[src/rtl/nand_rd_pkg.sv]
package nand_rd_pkg;
  localparam logic [7:0] OP_GET_FEAT  = 8'h0F;
  localparam logic [7:0] FEAT_STATUS  = 8'hC0;
  localparam logic [7:0] OP_PAGE_LOAD = 8'h13;
  localparam logic [7:0] OP_CACHE_RD  = 8'h03;
  localparam logic [7:0] BYTE_FILL    = 8'h00;
  localparam int         STAT_BUSY    = 0;
  localparam int         STAT_ECC_LO  = 4;
  localparam logic [1:0] ECC_UNCORR   = 2'b10;

  typedef enum logic [1:0] {PH_POLL, PH_LOAD, PH_READ} phase_e;
  typedef enum logic [1:0] {ST_IDLE, ST_SEND, ST_WAIT, ST_FINISH} state_e;
endpackage

[src/rtl/nand_rd_chunk.sv]
module nand_rd_chunk #(
  parameter int ADDR_W     = 28,
  parameter int LEN_W      = 16,
  parameter int PAGE_SHIFT = 11
) (
  input  logic                  clk,
  input  logic                  rst_n,
  input  logic [ADDR_W-1:0]     pos,
  input  logic [LEN_W-1:0]      rem,
  output logic [23:0]           row,
  output logic [PAGE_SHIFT-1:0] col,
  output logic [LEN_W-1:0]      chunk
);
  localparam int PAGE_BYTES = 1 << PAGE_SHIFT;

  logic [PAGE_SHIFT:0] space;
  logic [LEN_W-1:0]    space_ext;

  always_comb begin
    row       = 24'(pos >> PAGE_SHIFT);
    col       = pos[PAGE_SHIFT-1:0];
    space     = (PAGE_SHIFT+1)'(PAGE_BYTES) - {1'b0, col};
    space_ext = LEN_W'(space);
    chunk     = (rem < space_ext) ? rem : space_ext;
  end

  AST_CHUNK_FITS: assert property (@(posedge clk) disable iff (!rst_n)
    (rem != '0) |-> (chunk != '0) && (chunk <= rem) &&
                    ((int'(col) + int'(chunk)) <= PAGE_BYTES));
endmodule

[src/rtl/nand_rd_bytegen.sv]
module nand_rd_bytegen
  import nand_rd_pkg::*;
#(
  parameter int IDX_W      = 13,
  parameter int PAGE_SHIFT = 11
) (
  input  phase_e                phase,
  input  logic [IDX_W-1:0]      idx,
  input  logic [23:0]           row,
  input  logic [PAGE_SHIFT-1:0] col,
  output logic [7:0]            tx_byte
);
  logic [15:0] col16;

  always_comb begin
    col16   = 16'(col);
    tx_byte = BYTE_FILL;
    unique case (phase)
      PH_POLL: begin
        if (idx == IDX_W'(0))      tx_byte = OP_GET_FEAT;
        else if (idx == IDX_W'(1)) tx_byte = FEAT_STATUS;
      end
      PH_LOAD: begin
        if (idx == IDX_W'(0))      tx_byte = OP_PAGE_LOAD;
        else if (idx == IDX_W'(1)) tx_byte = row[23:16];
        else if (idx == IDX_W'(2)) tx_byte = row[15:8];
        else                       tx_byte = row[7:0];
      end
      default: begin
        if (idx == IDX_W'(0))      tx_byte = OP_CACHE_RD;
        else if (idx == IDX_W'(1)) tx_byte = col16[15:8];
        else if (idx == IDX_W'(2)) tx_byte = col16[7:0];
      end
    endcase
  end
endmodule

[src/rtl/nand_rd_outbuf.sv]
module nand_rd_outbuf #(
  parameter int W = 8
) (
  input  logic         clk,
  input  logic         rst_n,
  input  logic         load,
  input  logic [W-1:0] load_data,
  output logic         out_valid,
  input  logic         out_ready,
  output logic [W-1:0] out_data
);
  always_ff @(posedge clk) begin
    if (!rst_n) begin
      out_valid <= 1'b0;
      out_data  <= '0;
    end else if (load) begin
      out_valid <= 1'b1;
      out_data  <= load_data;
    end else if (out_valid && out_ready) begin
      out_valid <= 1'b0;
    end
  end

  AST_OUT_HOLD: assert property (@(posedge clk) disable iff (!rst_n)
    (out_valid && !out_ready) |=> (out_valid && $stable(out_data)));

  AST_NO_OVERFLOW: assert property (@(posedge clk) disable iff (!rst_n)
    load |-> !out_valid);
endmodule

[src/rtl/nand_page_reader.sv]
module nand_page_reader
  import nand_rd_pkg::*;
#(
  parameter int ADDR_W     = 28,
  parameter int LEN_W      = 16,
  parameter int PAGE_SHIFT = 11
) (
  input  logic              clk,
  input  logic              rst_n,
  input  logic              req_valid,
  output logic              req_ready,
  input  logic [ADDR_W-1:0] req_addr,
  input  logic [LEN_W-1:0]  req_len,
  output logic              xfer_valid,
  input  logic              xfer_ready,
  output logic [7:0]        xfer_byte,
  output logic              xfer_last,
  input  logic              rsp_valid,
  input  logic [7:0]        rsp_byte,
  output logic              out_valid,
  input  logic              out_ready,
  output logic [7:0]        out_data,
  output logic              done,
  output logic [LEN_W-1:0]  done_count,
  output logic [1:0]        ecc_status
);
  localparam int IDX_W = PAGE_SHIFT + 2;

  state_e                state;
  phase_e                phase;
  logic [IDX_W-1:0]      idx;
  logic [IDX_W-1:0]      last_idx;
  logic [ADDR_W-1:0]     pos;
  logic [LEN_W-1:0]      rem;
  logic [LEN_W-1:0]      len_q;
  logic [LEN_W-1:0]      delivered;
  logic                  after_load;
  logic [23:0]           row;
  logic [PAGE_SHIFT-1:0] col;
  logic [LEN_W-1:0]      chunk;
  logic                  is_last;
  logic                  data_byte;
  logic                  buf_load;
  logic                  stat_busy;
  logic [1:0]            stat_ecc;
  logic                  rsp_unused;

  nand_rd_chunk #(.ADDR_W(ADDR_W), .LEN_W(LEN_W), .PAGE_SHIFT(PAGE_SHIFT)) u_chunk (
    .clk(clk), .rst_n(rst_n), .pos(pos), .rem(rem),
    .row(row), .col(col), .chunk(chunk)
  );

  nand_rd_bytegen #(.IDX_W(IDX_W), .PAGE_SHIFT(PAGE_SHIFT)) u_gen (
    .phase(phase), .idx(idx), .row(row), .col(col), .tx_byte(xfer_byte)
  );

  always_comb begin
    unique case (phase)
      PH_POLL: last_idx = IDX_W'(2);
      PH_LOAD: last_idx = IDX_W'(3);
      default: last_idx = IDX_W'(3) + IDX_W'(chunk);
    endcase
    is_last    = (idx == last_idx);
    data_byte  = (phase == PH_READ) && (idx >= IDX_W'(4));
    xfer_last  = is_last;
    xfer_valid = (state == ST_SEND) && !(data_byte && out_valid);
    buf_load   = (state == ST_WAIT) && rsp_valid && data_byte;
    req_ready  = (state == ST_IDLE);
    stat_busy  = rsp_byte[STAT_BUSY];
    stat_ecc   = rsp_byte[STAT_ECC_LO +: 2];
  end

  assign rsp_unused = ^{rsp_byte[7:6], rsp_byte[3:1]};

  nand_rd_outbuf #(.W(8)) u_out (
    .clk(clk), .rst_n(rst_n), .load(buf_load), .load_data(rsp_byte),
    .out_valid(out_valid), .out_ready(out_ready), .out_data(out_data)
  );

  always_ff @(posedge clk) begin
    if (!rst_n) begin
      state      <= ST_IDLE;
      phase      <= PH_POLL;
      idx        <= '0;
      pos        <= '0;
      rem        <= '0;
      len_q      <= '0;
      delivered  <= '0;
      after_load <= 1'b0;
      ecc_status <= 2'b00;
      done       <= 1'b0;
      done_count <= '0;
    end else begin
      done <= 1'b0;
      unique case (state)
        ST_IDLE: begin
          if (req_valid) begin
            pos        <= req_addr;
            rem        <= req_len;
            len_q      <= req_len;
            delivered  <= '0;
            idx        <= '0;
            after_load <= 1'b0;
            phase      <= PH_POLL;
            if (req_len == '0) begin
              done       <= 1'b1;
              done_count <= '0;
            end else begin
              state <= ST_SEND;
            end
          end
        end
        ST_SEND: begin
          if (xfer_valid && xfer_ready) state <= ST_WAIT;
        end
        ST_WAIT: begin
          if (rsp_valid) begin
            state <= ST_SEND;
            if (!is_last) begin
              idx <= idx + IDX_W'(1);
            end else begin
              idx <= '0;
              unique case (phase)
                PH_POLL: begin
                  if (!stat_busy) begin
                    if (after_load) begin
                      ecc_status <= stat_ecc;
                      if (stat_ecc == ECC_UNCORR) state <= ST_FINISH;
                      else                        phase <= PH_READ;
                    end else begin
                      phase <= PH_LOAD;
                    end
                  end
                end
                PH_LOAD: begin
                  phase      <= PH_POLL;
                  after_load <= 1'b1;
                end
                default: begin
                  pos       <= pos + ADDR_W'(chunk);
                  rem       <= rem - chunk;
                  delivered <= delivered + chunk;
                  if (rem == chunk) state <= ST_FINISH;
                  else              phase <= PH_LOAD;
                end
              endcase
            end
          end
        end
        default: begin
          if (!out_valid) begin
            done       <= 1'b1;
            done_count <= delivered;
            state      <= ST_IDLE;
          end
        end
      endcase
    end
  end

  AST_XFER_HOLD: assert property (@(posedge clk) disable iff (!rst_n)
    (xfer_valid && !xfer_ready) |=>
      (xfer_valid && $stable(xfer_byte) && $stable(xfer_last)));

  AST_DONE_BOUND: assert property (@(posedge clk) disable iff (!rst_n)
    done |-> (done_count <= len_q));

  AST_ECC_SHORT: assert property (@(posedge clk) disable iff (!rst_n)
    (done && (len_q != '0) && (ecc_status == ECC_UNCORR)) |-> (done_count < len_q));

  AST_QUIET_WHEN_IDLE: assert property (@(posedge clk) disable iff (!rst_n)
    req_ready |-> !out_valid);
endmodule

[config.mk]
export PLATFORM = sky130hd
export DESIGN_NAME = nand_page_reader
export DESIGN_NICKNAME = d
export VERILOG_FILES = /design/src/rtl/nand_rd_pkg.sv /design/src/rtl/nand_rd_chunk.sv /design/src/rtl/nand_rd_bytegen.sv /design/src/rtl/nand_rd_outbuf.sv /design/src/rtl/nand_page_reader.sv
export SDC_FILE = /design/constraint.sdc
export NUM_CORES = 1
export LEC_CHECK = 0
export ABC_CLOCK_PERIOD_IN_PS = 7150
export BUFFER_PORTS_ARGS = -buffer_cell sky130_fd_sc_hd__buf_2
export CORE_ASPECT_RATIO = 0.9
export CORE_UTILIZATION = 45
export CTS_CLUSTER_SIZE = 10
export DETAILED_ROUTE_END_ITERATION = 16
export PLACE_DENSITY = 0.64
export SYNTH_ARGS = -nofsm -noshare
export SYNTH_HDL_FRONTEND = slang
export SYNTH_SLANG_ARGS = --single-unit
[constraint.sdc]
create_clock -name clk -period 7.15 [get_ports clk]
set_clock_uncertainty 0.1 [all_clocks]
set_input_delay 0 -clock clk [delete_from_list [all_inputs] [get_ports clk]]
set_output_delay 0 -clock clk [all_outputs]
set_load 0.03 [all_outputs]
==> metrics <==
CTS H-tree depth 3; Synth Cell Area 0.00892 mm²; clk root buf clkbuf_16; setup TNS 0 ns; # setup viols final 0; Ys Warns 0; Clk pin slew, worst setup/hold paths 0.08 ns; list of most frequent post-synthesis cells 106 x dfxtp_1, 83 x nor2_1, 75 x nand2_1, 64 x ha_1, 59 x inv_1; final wirelength 30.9 mm; post-DR vias/cell 6.17; sequential area share after synthesis 23.8%; Tcrit/Tclk final 95.0%; routed via count 9387; Rows 48; Peak supply drop 245 µV; vias in the first global route 8654; WL/cell 20.3 µm; die width 150 µm; Post-synth EDFFs 0; type of the worst setup path reg2reg; cells along the critical path or4_4 -> o31ai_1 -> o21ai_2 -> ha_1 -> a41o_1 -> a21oi_1 -> o2111ai_2 -> nor2_4 -> a21o_1 -> inv_1 -> ha_1 -> nor4_1 -> xnor2_1 -> o21ai_0 -> and4b_1 -> a311oi_1 -> o211a_1 -> and4_2 -> nand4_4 -> inv_6 -> nand4_1 -> mux2i_1 -> dlygate4sd3_1; Worst Hold Class in2reg; ys async rst share 0%; Worst-Skew Late Latency 0.36 ns; final instance area 0.0106 mm²; Synth cell types 86; Fin. Hold Viols 0; Slowest cell on crit path or4_4; Layout Utilization 55.0%; DP HPWL 23.0 mm; hold_ws 0.0251 ns; Placer Congestion 0.990; Period minus WS final 6.80 ns; Die Span Y 136 µm; initial antenna violation count 0; Num CTS Buffers 9; Worst-Margin Slew 0.963 ns; max_slew headroom 35.4%; required time at the worst-slack endpoint 7.30 ns; RSZ-0062 raised after global routing false; Synth Register Bits 106; largest net degree at the start of global routing 54; Slew Viols, Final 0; Setup crit end kind register; status finished, final reports clean; Mean Syn Cell Area 7.84 µm²; Synth top area share 23.8%; # IOs 97; worst path arrival time 6.95 ns; clk buf depth 2; DIE AREA 0.0204 mm²; Worst path most repeated cell ha_1; fmax 0.147 GHz; global-route wire length before repair 48.0 mm; share of cells above drive strength 1 15.0%; Post-DP Area 0.00966 mm²; top_reg_cell synth dfxtp_1; Initial Utilization 46.3%; cell taking the most area after synthesis dfxtp_1; drt initial violations 872; MaxCap Viol Count 0; antenna-violating nets left 0; CP Max Fanout 15; Synth-to-Final Area Change 18.9%; Power Density 546 mW/mm²; DRC viols 0; Core Box Area 0.0193 mm²; Buffers on Ports 96; CP Launch Type register; max incr delay on CP 0.61 ns; CTS tree yes; TritonCTS Sinks 106; total gr overflow 0; Mapped Cells 1138; Area contributors post-synth dfxtp_1 24%, ha_1 9.0%, xnor2_1 3.9%; most instantiated library cell after synthesis dfxtp_1; Pre-Repair DR Iteration Count 5; total track usage 30.5%; Inserted Diodes 0; leakage 4.47 nW; # nets final 1392
## worst max-delay path, delay by kind of cell, from the launching register on
kind	cells	cell delay, ns
and+or+nand+nor	7	2.19
xor gates and xnor gates	1	0.18
AOI/OAI and AO/OA	9	2.15
buffers and inverters	3	0.81
adders and majority gates	2	0.64
muxes	1	0.19
DFF	1	0.42
## flip-flops by register name, indices dropped and copies added, names as in the netlist, 8 cells and up
signal,count
pos,28
delivered,16
done_count,16
rem,16
idx,13
u_out.out_data,8
## per-stage QoR
stage / power [mW] / setup WS [ns] / instances
4_1_cts: 5.69 / 0.178 / 1516
5_1_grt: 6.22 / 0.00789 / 1522
2_1_floorplan: 3.90 / 1.01 / 1144
3_3_place_gp: 5.09 / 0.752 / 1446
3_5_place_dp: 5.10 / 0.581 / 1446
6_report: 5.80 / 0.354 / 1522
## path summary, 6_finish.rpt
path,slack [ns],endpoint,cells after the start,start
max,0.35,ecc_status[1],23,pos[2]
min,0.03,pos[18],5,req_addr[18]
max reg2reg,0.35,ecc_status[1],23,pos[2]
min reg2reg,0.39,u_out.out_data[4],2,u_out.out_data[4]
## cell type report
type / instances / area [µm²]
Tap cell: 250 / 313
Timing Repair Buffer: 185 / 1300
Fill cell: 1842 / 8670
Inverter: 60 / 230
Multi-Input combinational cell: 905 / 6310
Sequential cell: 106 / 2130
Clock inverter: 7 / 113
Clock buffer: 9 / 225
## where the power goes
part,switching (mW),internal [mW]
sequential,0.284,0.711
combinational,2.62,1.63
clock,0.267,0.285
total,3.17,2.63
## cells by family (layout without fill, tap and decap cells)
group | count (synthesis) | after routing | share of synthesized area [%]
xor gates and xnor gates | 61 | 61 | 5.99
AOI/OAI and AO/OA | 316 | 316 | 25.1
adders and majority gates | 67 | 67 | 9.65
other | 1 | 7 | 0.0420
DFF | 106 | 106 | 23.8
and+or+nand+nor | 418 | 418 | 25.2
muxes | 36 | 36 | 4.11
buffers and inverters | 133 | 261 | 6.14
## what timing repair did
action                                 CTS  global route
hold buffers                            54             0
setup buffers                            0             6
gates resized for setup                  0            11
setup endpoints to repair                0            21
endpoints found under the hold margin   54             0
## metal layers
metal  up-vias  share of wire [%]  global-route usage (%)
met4         0                2.8                    10.4
met1      4446                 45                    42.2
li1       4505                  -                       -
met2       378                 44                    47.0
met3        58                7.7                    5.93
met5         -                  0                       0
## cells in the final DEF (no fill, tap or decap), types with 33 or more instances in the layout
master	count
dfxtp_1	103
buf_2	96
nor2_1	82
nand2_1	75
ha_1	62
inv_1	58
a21oi_1	55
dlygate4sd3_1	54
nor3_1	51
o21ai_0	49
nand3_1	41
xnor2_1	40
mux2i_1	34
buf_4	34
nand4_1	33
(Power assumes the default switching activity.)
